File: src/rtl/gpio_cond_pkg.sv
package gpio_cond_pkg;
  // Width of the lower enable bank; the upper bank takes the remaining pins.
  localparam int LO_BANK_W = 16;
endpackage

File: src/rtl/cond_sync.sv
module cond_sync #(
  parameter int W      = 28,
  parameter int STAGES = 2
) (
  input  logic         clk,
  input  logic         rst,
  input  logic [W-1:0] d,
  output logic [W-1:0] q
);
  logic [W-1:0] stage [STAGES];

  always_ff @(posedge clk) begin
    if (rst) begin
      for (int i = 0; i < STAGES; i++) stage[i] <= '0;
    end else begin
      stage[0] <= d;
      for (int i = 1; i < STAGES; i++) stage[i] <= stage[i-1];
    end
  end

  assign q = stage[STAGES-1];
endmodule

File: src/rtl/cond_filter.sv
module cond_filter #(
  parameter int CNT_W = 16
) (
  input  logic             clk,
  input  logic             rst,
  input  logic             en,
  input  logic [CNT_W-1:0] amount,
  input  logic             din,
  output logic             dout
);
  logic [CNT_W-1:0] cnt;

  // Counter reloads while input matches output; on mismatch it counts down
  // and only transfers the new level once it has reached zero (no wrap).
  always_ff @(posedge clk) begin
    if (rst) begin
      cnt  <= '0;
      dout <= 1'b0;
    end else if (en) begin
      if (din == dout) begin
        cnt <= amount;
      end else if (cnt == '0) begin
        dout <= din;
        cnt  <= amount;
      end else begin
        cnt <= cnt - 1'b1;
      end
    end
  end
endmodule

File: src/rtl/cond_evtcnt.sv
module cond_evtcnt #(
  parameter int CNT_W = 16
) (
  input  logic             clk,
  input  logic             rst,
  input  logic             en,
  input  logic             din,
  output logic [CNT_W-1:0] count
);
  logic prev;

  always_ff @(posedge clk) begin
    if (rst) begin
      prev  <= 1'b0;
      count <= '0;
    end else begin
      prev <= din;
      if (en && din && !prev) count <= count + 1'b1;
    end
  end
endmodule

File: src/rtl/gpio_cond_router.sv
module gpio_cond_router
  import gpio_cond_pkg::*;
#(
  parameter int NUM_PINS    = 28,
  parameter int NUM_SLOTS   = 8,
  parameter int CNT_W       = 16,
  parameter int SYNC_STAGES = 2,
  localparam int SEL_W      = $clog2(NUM_PINS),
  localparam int HI_W       = NUM_PINS - LO_BANK_W
) (
  input  logic                       clk,
  input  logic                       rst,
  input  logic [NUM_PINS-1:0]        pin_raw,
  input  logic [NUM_SLOTS*SEL_W-1:0] slot_sel,
  input  logic [NUM_SLOTS*CNT_W-1:0] slot_amount,
  input  logic [LO_BANK_W-1:0]       flt_en_lo,
  input  logic [HI_W-1:0]            flt_en_hi,
  input  logic [LO_BANK_W-1:0]       evt_en_lo,
  input  logic [HI_W-1:0]            evt_en_hi,
  input  logic [NUM_PINS-1:0]        pos_en,
  input  logic [NUM_PINS-1:0]        neg_en,
  input  logic [NUM_PINS-1:0]        edge_clr,
  output logic [NUM_PINS-1:0]        readback,
  output logic [NUM_PINS-1:0]        edge_flag,
  output logic                       irq,
  output logic [NUM_SLOTS*CNT_W-1:0] evt_count
);
  logic [NUM_PINS-1:0]  pin_sync, flt_en, evt_en, pin_used, cond, flag_nxt;
  logic [NUM_SLOTS-1:0] slot_in, slot_flt, slot_evt, filt_q, slot_out;

  assign flt_en   = {flt_en_hi, flt_en_lo};
  assign evt_en   = {evt_en_hi, evt_en_lo};
  assign pin_used = flt_en | evt_en;

  cond_sync #(.W(NUM_PINS), .STAGES(SYNC_STAGES)) u_sync (
    .clk(clk), .rst(rst), .d(pin_raw), .q(pin_sync)
  );

  // Shared conditioning slots: each one taps the pin its select names.
  for (genvar s = 0; s < NUM_SLOTS; s++) begin : g_slot
    logic [SEL_W-1:0] sel;
    logic             sel_ok;
    assign sel         = slot_sel[s*SEL_W +: SEL_W];
    assign sel_ok      = int'(sel) < NUM_PINS;
    assign slot_in[s]  = sel_ok ? pin_sync[sel] : 1'b0;
    assign slot_flt[s] = sel_ok & flt_en[sel];
    assign slot_evt[s] = sel_ok & evt_en[sel];

    cond_filter #(.CNT_W(CNT_W)) u_flt (
      .clk(clk), .rst(rst), .en(slot_flt[s]),
      .amount(slot_amount[s*CNT_W +: CNT_W]),
      .din(slot_in[s]), .dout(filt_q[s])
    );

    cond_evtcnt #(.CNT_W(CNT_W)) u_evt (
      .clk(clk), .rst(rst), .en(slot_evt[s]),
      .din(slot_in[s]), .count(evt_count[s*CNT_W +: CNT_W])
    );

    assign slot_out[s] = slot_flt[s] ? filt_q[s] : slot_in[s];
  end

  // Per-pin source choice; scanning downward lets the lowest slot win.
  for (genvar p = 0; p < NUM_PINS; p++) begin : g_pin
    logic cv;
    always_comb begin
      cv = pin_sync[p];
      for (int s = NUM_SLOTS-1; s >= 0; s--) begin
        if (pin_used[p] && slot_sel[s*SEL_W +: SEL_W] == SEL_W'(p)) cv = slot_out[s];
      end
    end
    assign cond[p] = cv;
  end

  assign flag_nxt = (edge_flag & ~edge_clr)
                  | (pos_en &  cond & ~readback)
                  | (neg_en & ~cond &  readback);

  always_ff @(posedge clk) begin
    if (rst) begin
      readback  <= '0;
      edge_flag <= '0;
      irq       <= 1'b0;
    end else begin
      readback  <= cond;
      edge_flag <= flag_nxt;
      irq       <= |flag_nxt;
    end
  end
endmodule

File: config.mk
export PLATFORM = sky130hd
export DESIGN_NAME = gpio_cond_router
export DESIGN_NICKNAME = d
export VERILOG_FILES = /design/src/rtl/gpio_cond_pkg.sv /design/src/rtl/cond_sync.sv /design/src/rtl/cond_filter.sv /design/src/rtl/cond_evtcnt.sv /design/src/rtl/gpio_cond_router.sv
export SDC_FILE = /design/constraint.sdc
export NUM_CORES = 2
export LEC_CHECK = 0
export BUFFER_PORTS_ARGS = -buffer_cell sky130_fd_sc_hd__buf_2
export CORE_ASPECT_RATIO = 1.25
export CORE_UTILIZATION = 35
export CTS_CLUSTER_DIAMETER = 200
export DETAILED_ROUTE_END_ITERATION = 10
export GPL_TIMING_DRIVEN = 0
export MAX_ROUTING_LAYER = met4
export PLACE_DENSITY_LB_ADDON = 0.08
export SYNTH_ARGS = -nofsm -noshare
export SYNTH_HDL_FRONTEND = slang
export SYNTH_SLANG_ARGS = --single-unit
File: constraint.sdc
create_clock -name clk -period 4.7 [get_ports clk]
set_input_delay 0.94 -clock clk [delete_from_list [all_inputs] [get_ports clk]]
set_output_delay 0.94 -clock clk [all_outputs]
set_load 0.05 [all_outputs]
==> flow_summary.ini <==
[floorplanning]
die-area_mm2 = 0.0831
die_h_um = 322
io_pins = 523
fp-row-count = 117
fp.coreArea_mm2 = 0.0812
fp.dieW_um = 258
initial_core_util_pct = 35.3

[cts]
cts_buffers = 46
cts.htree.levels = 2
hold_buffers = 0
clk_pin_slew_ps = 60
cts_tree = built
clk_latency_ps = 630
clock_tree.buffer_depth = 3
cts-root-buf = clkbuf_16
cts_sinks = 385

[setup_path]
path_depth = 13
cp.arrival_ps = 5390
cp_common_cell = o22ai_1
endpoint = irq
cp_top_family = compound AO/OA/AOI/OAI gates
r2r_start = u_sync.stage[0][39]
critPathSlowestCell = dfxtp_1
critical-path-max-stage-delay_ps = 930
cp_num_buf_inv = 1
crit_chain = mux2_2 -> o22ai_1 -> or4_1 -> a32o_2 -> nand2_2 -> buf_2 -> o22ai_1 -> a221oi_1 -> o31ai_2 -> a31oi_1 -> nand3_1 -> nor4_4 -> a41oi_2
crit_type = reg -> reg
crit_required_ps = 5170
startpoint_type = flop
startpoint = u_sync.stage[0][39]
r2r_end = irq
r2r_slack_ps = -230
cp-end-kind = flop
crit_fanout = 10
worstRegToRegCells = 13

[grt]
grt_pass1_wl_mm = 216
gr-total-overflow = 0
grt_usage_pct = 36.7
grt_antenna_before_repair = 11
grt_max_degree = 14
grt_pass1_vias = 30700

[power_and_ir_drop]
power_leakage_nw = 13.8
swShare_pct = 38.3
pwr-share-comb_pct = 33.1
seq_power_share_pct = 34.0
power_density_mw_per_mm2 = 315
power_switching_mw = 4.21
internal_power_mw = 6.76
clockPowerShare_pct = 32.9
vdd.ir_drop.worst_mv = 0.274
fin_total_pwr_mw = 11.0

[yosys]
syn_nets = 4064
ys_ff_latch = 385
synthArstFlopShare_pct = 0
yosys.cell_types.count = 91
yosysMostFrequentCell = nor2_1
synth_ff_type = dfxtp_1
yosys-top-cells-area = dfxtp_1, mux4_2, nor2_1, nand2_1, o21ai_0
synth_enable_flop_cells = 0
syn-instance-count = 3702
ys_seq_area_share_pct = 26.9
post_synth.cell_area_avg_um2 = 7.75
synthTopCellsByCount = nor2_1, dfxtp_1, nand2_1, o21ai_0, a21oi_1
synth_top_area_share_pct = 26.9
synth_area_mm2 = 0.0287
synth_area_leader_cell = dfxtp_1
yosys_warnings = 0

[layout]
nets = 4615
drive_above_1_share_pct = 23.2
fillers = 8560
postLayoutCoreUtil_pct = 42.9
area_growth_pct = 21.5

[timing]
timing.final.crit_share_pct = 105
worstMarginPinSlew_ps = 1390
skew_ps = 27.0
fin_crit_ps = 4930
max_freq_ghz = 0.203
rsz0062_at_grt = yes
relSlewSlack_pct = 7.48
hold_violations = 0
setup_viol = 1
slew_viol_final = 0
setup_ws_ps = -226

[placed_design]
dp_hpwl_mm = 120
routabilityCongestion = 1.06
pre_cts_ws_ps = -3250
io_buffers = 487

[route]
wirelength_mm = 153
final_antenna_net_count = 0
vias = 32500
first_pass_iters = 7
vias_per_cell = 6.06
wl_per_cell_um = 28.5
drt_iter0_drc = 3028
remaining_drc_errors = 0

[outcome]
violations = negative setup slack
status = complete, but fails checks

[run]
drv_cap = 0

[hold_path]
hold_class = reg -> reg
whs_path_depth = 1
per-stage QoR:
| stage | std cells | hold WS, ps | setup TNS, ps | area (µm²) |
|---|---|---|---|---|
| 2_1_floorplan | 3702 | 414 | 0 | 28700 |
| 3_3_place_gp | 5260 | 418 | -109810 | 32500 |
| 3_5_place_dp | 5260 | 422 | -85440 | 32500 |
| 4_1_cts | 5356 | 435 | 0 | 34700 |
| 5_1_grt | 5370 | 446 | -168 | 34800 |
| 6_report | 5372 | 432 | -226 | 34800 |
worst reg2reg max path: cells and delay by family, from the launching register on:
family	cells	cell delay (ps)
mux	1	320
compound gates	7	1820
buf+inv	1	400
simple gates	4	1320
flops	1	930
worst min path at each step:
stage,slack (ps),startpoint,endpoint
after global placement,420,u_sync.stage[0][2],u_sync.stage[0][30]
after detailed placement,420,u_sync.stage[0][26],u_sync.stage[0][54]
after global routing,450,u_sync.stage[0][21],u_sync.stage[0][49]
after floorplan,410,u_sync.stage[0][0],u_sync.stage[0][28]
final,430,u_sync.stage[0][13],u_sync.stage[0][41]
after CTS,440,u_sync.stage[0][26],u_sync.stage[0][54]
final cells by class:
cell class	instances	area [µm²]	area share [%]
Antenna cell	13	32.5	0.0934
Timing Repair Buffer	509	2670	7.66
Multi-Input combinational cell	2964	20000	57.4
Clock inverter	21	215	0.618
Sequential cell	385	7720	22.2
Tap cell	1071	1340	3.85
Clock buffer	62	1280	3.68
Inverter	86	323	0.926
Buffer	261	1250	3.59
cells by family (layout without fill, tap and decap cells):
| logic type | after synthesis | after routing | share of synthesized area, % |
|---|---|---|---|
| AO/OA/AOI/OAI | 869 | 869 | 19.5 |
| XOR/XNOR | 98 | 98 | 2.99 |
| adder cells (fa/ha/maj) | 24 | 24 | 1.05 |
| buffers and inverters | 353 | 939 | 5.02 |
| flip-flops | 385 | 385 | 26.9 |
| multiplexers | 286 | 286 | 16.2 |
| other | 0 | 13 | 0 |
| AND/OR/NAND/NOR | 1687 | 1687 | 28.4 |
repair_timing:
action	4_1_cts	5_1_grt
resized for setup	182	19
buffers inserted	19	3
setup endpoints to repair	46	14
pin swaps	17	1
gates cloned	0	0
per-layer routing:
layer / wire length, µm / vias up / GRT usage [%] / part of all wire [%]
met5: 0 / - / - / 0
met4: 10700 / 0 / 21.9 / 7.0
met3: 12700 / 493 / 7.57 / 8.3
met2: 70500 / 1735 / 58.6 / 46
met1: 59300 / 15600 / 42.4 / 39
li1: - / 14700 / - / -
state kept, by name, indices dropped and copies added, names as in the netlist:
name                count
g_slot.u_evt.count    128
g_slot.u_flt.dout       8
u_sync.stage           56
edge_flag              28
g_slot.u_flt.cnt      128
g_slot.u_evt.prev       8
readback               28
irq                     1
power groups by stage:
stage	registers, mW	logic (mW)	clock network, mW
after CTS	3.72	3.55	3.70
final	3.73	3.63	3.61
after floorplan	3.84	2.06	0
after global placement	3.78	3.43	0
after global routing	3.75	3.88	3.83
after detailed placement	3.78	3.42	0
cell usage in the layout (no fill, tap or decap), types with 15 or more instances in the layout:
cell type	n
mux2i_1	116
buf_2	526
clkbuf_1	151
o41ai_1	17
buf_4	31
inv_1	86
dfxtp_1	373
and3_1	26
nand4_1	46
or3_1	70
clkbuf_4	20
nand2_1	358
a31oi_1	24
nor2b_1	110
a22o_1	16
nand2b_1	67
a21oi_1	190
buf_1	16
nor2_1	532
a22oi_1	101
nand3b_1	15
a211oi_1	29
o211ai_1	19
xnor2_1	41
nor3_1	144
xor2_1	57
o22ai_1	37
o21ai_0	240
o31ai_1	25
or2_2	45
clkbuf_16	46
nor4_1	26
mux2_2	23
clkbuf_2	22
nor3b_1	16
nand3_1	130
mux4_2	139
ha_1	24
(Power assumes the default switching activity.)
